$ cat src/rtl/pllcfg_pkg.sv
package pllcfg_pkg;
    localparam int CFG_W    = 32;
    localparam int LOCK_BIT = 31;
    localparam int SLIP_BIT = 30;
    localparam int PDN_BIT  = 12;
    localparam int FB_LSB   = 16;
    localparam int FB_W     = 12;
    localparam int ODB_LSB  = 13;
    localparam int ODB_W    = 3;
    localparam int ODA_LSB  = 8;
    localparam int ODA_W    = 3;
    localparam int PRE_LSB  = 0;
    localparam int PRE_W    = 6;
    localparam int DEN_W    = PRE_W + ODA_W + ODB_W;

    typedef enum logic [1:0] {
        ST_IDLE,
        ST_LOAD,
        ST_DIV,
        ST_DONE
    } freq_state_t;

    typedef struct packed {
        logic [FB_W-1:0]  mult;
        logic [PRE_W-1:0] pre;
        logic [ODA_W-1:0] oda;
        logic [ODB_W-1:0] odb;
    } pll_fields_t;
endpackage

$ cat src/rtl/pllcfg_csr.sv
module pllcfg_csr
    import pllcfg_pkg::*;
#(
    parameter logic [CFG_W-1:0] INIT_CFG = 32'h00222101
) (
    input  logic             clk,
    input  logic             rst_n,
    input  logic             wr_en,
    input  logic [CFG_W-1:0] wr_data,
    input  logic             rd_en,
    output logic [CFG_W-1:0] rd_data,
    output logic             cfg_lock,
    output pll_fields_t      cfg_fld
);
    localparam logic [CFG_W-1:0] RESET_WORD = INIT_CFG | (CFG_W'(1) << LOCK_BIT);

    logic [CFG_W-1:0] cfg_q;
    logic [CFG_W-1:0] cfg_nxt;

    // Write interpretation: power-down drops lock and records a slip;
    // normal mode forces lock and clears slip only on a written one.
    always_comb begin
        cfg_nxt = wr_data;
        if (wr_data[PDN_BIT]) begin
            cfg_nxt[LOCK_BIT] = 1'b0;
            cfg_nxt[SLIP_BIT] = 1'b1;
        end else begin
            cfg_nxt[LOCK_BIT] = 1'b1;
            cfg_nxt[SLIP_BIT] = wr_data[SLIP_BIT] ? 1'b0 : cfg_q[SLIP_BIT];
        end
    end

    always_ff @(posedge clk) begin
        if (!rst_n) begin
            cfg_q   <= RESET_WORD;
            rd_data <= '0;
        end else begin
            if (wr_en) cfg_q <= cfg_nxt;
            if (rd_en) rd_data <= cfg_q;
        end
    end

    assign cfg_lock     = cfg_q[LOCK_BIT];
    assign cfg_fld.mult = cfg_q[FB_LSB +: FB_W];
    assign cfg_fld.pre  = cfg_q[PRE_LSB +: PRE_W];
    assign cfg_fld.oda  = cfg_q[ODA_LSB +: ODA_W];
    assign cfg_fld.odb  = cfg_q[ODB_LSB +: ODB_W];
endmodule

$ cat src/rtl/pllcfg_divcore.sv
module pllcfg_divcore #(
    parameter int NUM_W = 44,
    parameter int DEN_W = 12
) (
    input  logic             clk,
    input  logic             rst_n,
    input  logic             load,
    input  logic [NUM_W-1:0] num,
    input  logic [DEN_W-1:0] den,
    output logic             done,
    output logic [NUM_W-1:0] quot
);
    localparam int CNT_W = $clog2(NUM_W + 1);
    localparam logic [CNT_W-1:0] CNT_INIT = CNT_W'(NUM_W);

    logic [NUM_W-1:0] shreg;
    logic [DEN_W-1:0] rem;
    logic [DEN_W-1:0] den_q;
    logic [CNT_W-1:0] cnt;
    logic [DEN_W:0]   trial;
    logic             fits;
    logic [DEN_W:0]   rem_nxt;

    // One restoring step per cycle: quotient bits shift in as dividend bits shift out.
    always_comb begin
        trial   = {rem, shreg[NUM_W-1]};
        fits    = trial >= {1'b0, den_q};
        rem_nxt = fits ? (trial - {1'b0, den_q}) : trial;
    end

    always_ff @(posedge clk) begin
        if (!rst_n) begin
            shreg <= '0;
            rem   <= '0;
            den_q <= '0;
            cnt   <= '0;
            done  <= 1'b0;
        end else if (load) begin
            shreg <= num;
            rem   <= '0;
            den_q <= den;
            cnt   <= CNT_INIT;
            done  <= 1'b0;
        end else if (cnt != '0) begin
            shreg <= {shreg[NUM_W-2:0], fits};
            rem   <= rem_nxt[DEN_W-1:0];
            cnt   <= cnt - 1'b1;
            done  <= (cnt == CNT_W'(1));
        end else begin
            done  <= 1'b0;
        end
    end

    assign quot = shreg;
endmodule

$ cat src/rtl/pllcfg_freq_ctl.sv
module pllcfg_freq_ctl
    import pllcfg_pkg::*;
#(
    parameter int REF_W = 32,
    parameter int NUM_W = REF_W + FB_W
) (
    input  logic             clk,
    input  logic             rst_n,
    input  logic             trigger,
    input  logic [REF_W-1:0] ref_hz,
    input  logic             lock,
    input  pll_fields_t      fld,
    input  logic             div_done,
    input  logic [NUM_W-1:0] div_quot,
    output logic             div_load,
    output logic [NUM_W-1:0] div_num,
    output logic [DEN_W-1:0] div_den,
    output logic [NUM_W-1:0] freq_hz,
    output logic             freq_valid
);
    freq_state_t      st_q;
    freq_state_t      st_nxt;
    logic [REF_W-1:0] ref_q;
    logic             pend_q;
    logic             zero_q;
    logic             skip;

    assign div_den = DEN_W'(fld.pre) * DEN_W'(fld.oda) * DEN_W'(fld.odb);
    assign div_num = NUM_W'(ref_q) * NUM_W'(fld.mult);
    assign skip    = !lock || (div_den == '0);

    // State register
    always_ff @(posedge clk) begin
        if (!rst_n) st_q <= ST_IDLE;
        else        st_q <= st_nxt;
    end

    // Next state
    always_comb begin
        st_nxt = st_q;
        unique case (st_q)
            ST_IDLE: if (pend_q) st_nxt = ST_LOAD;
            ST_LOAD: st_nxt = skip ? ST_DONE : ST_DIV;
            ST_DIV:  if (div_done) st_nxt = ST_DONE;
            ST_DONE: st_nxt = ST_IDLE;
            default: st_nxt = ST_IDLE;
        endcase
    end

    // Outputs and datapath
    always_ff @(posedge clk) begin
        if (!rst_n) begin
            ref_q   <= '0;
            pend_q  <= 1'b1;
            zero_q  <= 1'b0;
            freq_hz <= '0;
        end else begin
            ref_q <= ref_hz;
            if (trigger || (ref_hz != ref_q)) pend_q <= 1'b1;
            else if (st_q == ST_IDLE)         pend_q <= 1'b0;
            if (st_q == ST_LOAD) zero_q <= skip;
            if (st_q == ST_DONE) freq_hz <= zero_q ? '0 : div_quot;
        end
    end

    assign div_load   = (st_q == ST_LOAD) && !skip;
    assign freq_valid = (st_q == ST_IDLE) && !pend_q;
endmodule

$ cat src/rtl/pllcfg_unit.sv
module pllcfg_unit
    import pllcfg_pkg::*;
#(
    parameter logic [31:0] INIT_CFG = 32'h00222101,
    parameter int          REF_W    = 32
) (
    input  logic                  clk,
    input  logic                  rst_n,
    input  logic                  wr_en,
    input  logic [31:0]           wr_data,
    input  logic                  rd_en,
    input  logic [REF_W-1:0]      ref_hz,
    output logic [31:0]           rd_data,
    output logic                  locked,
    output logic [REF_W+FB_W-1:0] freq_hz,
    output logic                  freq_valid
);
    localparam int NUM_W = REF_W + FB_W;

    pll_fields_t      fld;
    logic             lock_w;
    logic             div_load;
    logic             div_done;
    logic [NUM_W-1:0] div_num;
    logic [DEN_W-1:0] div_den;
    logic [NUM_W-1:0] div_quot;

    pllcfg_csr #(.INIT_CFG(INIT_CFG)) u_csr (
        .clk(clk), .rst_n(rst_n), .wr_en(wr_en), .wr_data(wr_data),
        .rd_en(rd_en), .rd_data(rd_data), .cfg_lock(lock_w), .cfg_fld(fld)
    );

    pllcfg_freq_ctl #(.REF_W(REF_W), .NUM_W(NUM_W)) u_ctl (
        .clk(clk), .rst_n(rst_n), .trigger(wr_en), .ref_hz(ref_hz),
        .lock(lock_w), .fld(fld), .div_done(div_done), .div_quot(div_quot),
        .div_load(div_load), .div_num(div_num), .div_den(div_den),
        .freq_hz(freq_hz), .freq_valid(freq_valid)
    );

    pllcfg_divcore #(.NUM_W(NUM_W), .DEN_W(DEN_W)) u_div (
        .clk(clk), .rst_n(rst_n), .load(div_load), .num(div_num),
        .den(div_den), .done(div_done), .quot(div_quot)
    );

    assign locked = lock_w;
endmodule

$ cat config.mk
export PLATFORM = sky130hd
export DESIGN_NAME = pllcfg_unit
export DESIGN_NICKNAME = d
export VERILOG_FILES = /design/src/rtl/pllcfg_pkg.sv /design/src/rtl/pllcfg_csr.sv /design/src/rtl/pllcfg_divcore.sv /design/src/rtl/pllcfg_freq_ctl.sv /design/src/rtl/pllcfg_unit.sv
export SDC_FILE = /design/constraint.sdc
export NUM_CORES = 1
export LEC_CHECK = 0
export BUFFER_PORTS_ARGS = -buffer_cell sky130_fd_sc_hd__buf_2
export CORE_ASPECT_RATIO = 0.5
export CORE_MARGIN = 1.5
export CORE_UTILIZATION = 40
export CTS_CLUSTER_SIZE = 40
export DETAILED_ROUTE_END_ITERATION = 10
export PLACE_DENSITY = 0.66
export SYNTH_ARGS = -nofsm -noshare
export SYNTH_HDL_FRONTEND = slang
export SYNTH_HIERARCHICAL = 1
export SYNTH_SLANG_ARGS = --single-unit
$ cat constraint.sdc
create_clock -name clk -period 11.71 [get_ports clk]
set_input_delay 0.5855 -clock clk [delete_from_list [all_inputs] [get_ports clk]]
set_output_delay 0.5855 -clock clk [all_outputs]
set_load 0.02 [all_outputs]
==> summary.md <==
| Metric | Value |
|---|---|
| Area grow syn2layout | `7.83%` |
| Synth Net Count | `3130` |
| Die width | `341 µm` |
| Mapped cell area | `22900 µm²` |
| Tot Pwr | `3.30 mW` |
| Core area | `56000 µm²` |
| Reg2Reg Depth | `21` |
| Post-layout util | `44.0%` |
| Slew margin rel. | `18.4%` |
| GR Overflow Total | `0` |
| CP Max Fanout | `13` |
| Post-CTS sizing | `0` |
| Syn_area_per_cell | `8.71 µm²` |
| Hold Path Class | `in2reg` |
| Final Skew | `0.0362 ns` |
| Post-Route WL | `55700 µm` |
| Post-DRT Antenna Nets | `0` |
| Post-synth top flop | `dfxtp_1` |
| Share of layout cells above drive strength 1 | `8.53%` |
| CTS root buf | `clkbuf_16` |
| Worst Hold Path Cells | `2` |
| Commonest cells after routing, fill and taps aside | `inv_1 (396), nand2_1 (385), fa_1 (314)` |
| Placed Area | `23900 µm²` |
| DRC violations left | `0` |
| Min-Delay Startpoint | `ref_hz[6]` |
| Hold Path End | `u_ctl/ref_q[6]$_SDFF_PN0_` |
| Total GRT Usage | `18.9%` |
| Yosys top cell area share | `27.5%` |
| Routed WL per cell | `16.3 µm` |
| Pin count of the biggest net entering global routing | `104` |
| Chip height | `172 µm` |
| 1st-pass router iterations | `7` |
| Hold Violations, Final | `0` |
| Critical R2R Launch | `u_ctl/ref_q[11]$_SDFF_PN0_` |
| Final instance area | `24700 µm²` |
| Post-synth EDFFs | `0` |
| Detail Placement HPWL | `41100 µm` |
| Clk slew on worst S/H paths | `0.08 ns` |
| Die Area | `58700 µm²` |
| Io pins | `146` |
| Syn. warnings | `6` |
| TritonCTS Buffers | `24` |
| Via density | `5.02` |
| Worst-Margin Slew | `1.22 ns` |
| Fin crit share | `57.0%` |
| Tmin final | `6.67 ns` |
| Maximum VDD drop | `0.142 mV` |
| Mapped Cells | `2627` |
| Cell Pwr Density | `134 nW/µm²` |
| Crit path arrival time | `7.17 ns` |
| Cell variety after synth | `72` |
| Required @ worst endpoint | `12.21 ns` |
| Vias in the first global route | `17.1k` |
| Initial drt markers | `1018` |
| Max-cap violations | `0` |
| Vias | `17.2k` |
| CTS tree | `built` |
| Commonest non-fill, non-tap cell in the layout | `inv_1` |
| Leakage power | `12.0 nW` |
| H-tree levels | `1` |
| Cell type with the largest total area after synthesis | `fa_1` |
| Placer congestion estimate | `0.897` |
| Port Buffers | `144` |
| Clk_lat worst skew | `0.57 ns` |
| RSZ-0062 raised after global routing | `no` |
| Setup Buffers After CTS | `0` |
| Hold-fix buffers, CTS | `0` |
| Initial Utilization | `40.8%` |
| Initial antenna violation count | `0` |
| Final Slew Violations | `0` |
| Fmax | `150 MHz` |
| Reg-to-Reg End | `u_div/quot[36]$_SDFFE_PN0P_` |
| # clock sinks | `219` |
| Crit. End Element | `flip-flop` |
| Synth Register Bits | `219` |
| Seq/Total Area, Yosys | `19.2%` |
| Synth area leaders | `fa_1 (27%), dfxtp_1 (19%), ha_1 (6.6%)` |
| Filler Cells Inserted | `5507` |
| Run status | `finished, final reports clean` |
| First-pass GRT wire length | `89200 µm` |
| Clock Tree Buf Depth | `3` |
| Multi-input combinational cell area | `16200 µm²` |
| Num rows | `61` |
| TNS Setup | `0 ns` |
| Net count, final | `3150` |
| Crit Path Category | `reg2reg` |
| Ys async rst share | `0%` |
| Seq. cell area | `4390 µm²` |
| R2r setup slk | `5.04 ns` |
| Setup violations, final | `0` |
| Startpoint Class | `flip-flop` |
-- where the power goes --
part / total, mW / switching (mW) / internal, mW / leakage [nW]
Clock: 0.749 / 0.336 / 0.413 / 0.380
Combinational: 1.59 / 0.941 / 0.654 / 9.80
Sequential: 0.958 / 0.112 / 0.846 / 1.79
-- synth_stat cells, types with 3 or more instances --
library cell and instances:
a21oi_1 107, nor2_1 42, xor2_1 17, o21ai_1 11, o21ai_0 82, mux2i_1 123, and3_1 6, nand2_1 385
fa_1 314, dfxtp_1 219, nor3_1 12, a211oi_1 9, ha_1 121, o21a_1 9, o31a_1 3, xnor2_1 70
a31oi_1 9, o21bai_1 8, nor4_1 5, nor2b_1 171, and2_1 197, nand2b_1 16, clkbuf_1 122, nand3_1 19
buf_4 26, nand4_1 17, a21o_1 26, buf_2 11, o22ai_1 3, or3_1 3, a21boi_0 5, buf_6 8
inv_1 396
-- layout make-up --
cell class / count / share of cell area, %
clock inverter: 9 / 0.345
inverter: 397 / 6.05
antenna: 1 / 0.0101
timing repair buffer: 161 / 3.45
tap: 756 / 3.84
sequential: 219 / 17.8
clock buffer: 32 / 2.76
multi-input combinational: 1844 / 65.7
-- stage by stage --
step                instances  hold WS, ns  worst slack, ns
global placement         3377        0.440             5.19
floorplan                2627        0.418             6.04
detailed placement       3377        0.436             5.10
CTS                      3418        0.208             5.05
finish                   3419        0.231             5.04
global route             3418        0.226             4.58
-- registers in the layout, indices dropped and copies added (netlist names) --
name           flops
u_csr/cfg_q       32
u_csr/rd_data     32
u_ctl/freq_hz     44
u_ctl/pend_q       1
u_ctl/ref_q       32
u_ctl/st_q         2
u_ctl/zero_q       1
u_div/cnt          6
u_div/den_q       12
u_div/done         1
u_div/quot        44
u_div/rem         12
-- how the worst max path moves through the flow --
| stage | slack [ns] | cells after the start | startpoint | endpoint |
|---|---|---|---|---|
| 6_report | 5.04 | 21 | u_ctl/ref_q[11]$_SDFF_PN0_ | u_div/quot[36]$_SDFFE_PN0P_ |
| 5_1_grt | 4.58 | 20 | u_csr/cfg_q[8]$_SDFFE_PN1P_ | u_div/rem[0]$_SDFFE_PP0N_ |
| 4_1_cts | 5.05 | 21 | u_csr/cfg_q[8]$_SDFFE_PN1P_ | u_div/rem[6]$_SDFFE_PP0N_ |
| 3_5_place_dp | 5.10 | 21 | u_csr/cfg_q[8]$_SDFFE_PN1P_ | u_div/rem[6]$_SDFFE_PP0N_ |
| 3_3_place_gp | 5.19 | 20 | u_csr/cfg_q[8]$_SDFFE_PN1P_ | u_div/rem[9]$_SDFFE_PP0N_ |
| 2_1_floorplan | 6.04 | 24 | u_csr/cfg_q[22]$_SDFFE_PN0P_ | u_div/quot[36]$_SDFFE_PN0P_ |
-- critical path: stages (launching register included) --
cell and delay (ns):
dfxtp_1 0.87, nand2_1 0.17, fa_1 0.53, fa_1 0.52
inv_1 0.06, fa_1 0.49, fa_1 0.49, inv_1 0.05
fa_1 0.48, inv_1 0.05, ha_1 0.39, and4_1 0.30
nor2b_1 0.15, o21ai_1 0.13, a31oi_1 0.23, o311ai_1 0.49
a21oi_1 0.25, o211a_1 0.28, a2111oi_1 0.33, nand2_1 0.12
o21ai_0 0.11, and2_1 0.13
-- kinds of logic (layout without fill, tap and decap cells) --
kind of cell	after synthesis	count (layout)	synth area share (%)
simple gates	887	887	19.6
buf+inv	564	599	10.0
fa+ha+maj	435	435	34.1
compound gates	308	308	8.21
flops	219	219	19.2
mux	127	127	5.60
xor+xnor	87	87	3.33
other cells	0	1	0
-- routing by layer --
layer  vias up  global-route usage [%]  share of wire, %
li1       8165                       -                 -
met1      8443                    25.3                45
met4         0                    6.16               3.2
met3        85                    3.62               6.1
met5         -                       0                 0
met2       457                    30.8                46
Power figures use the tool's default switching activity.
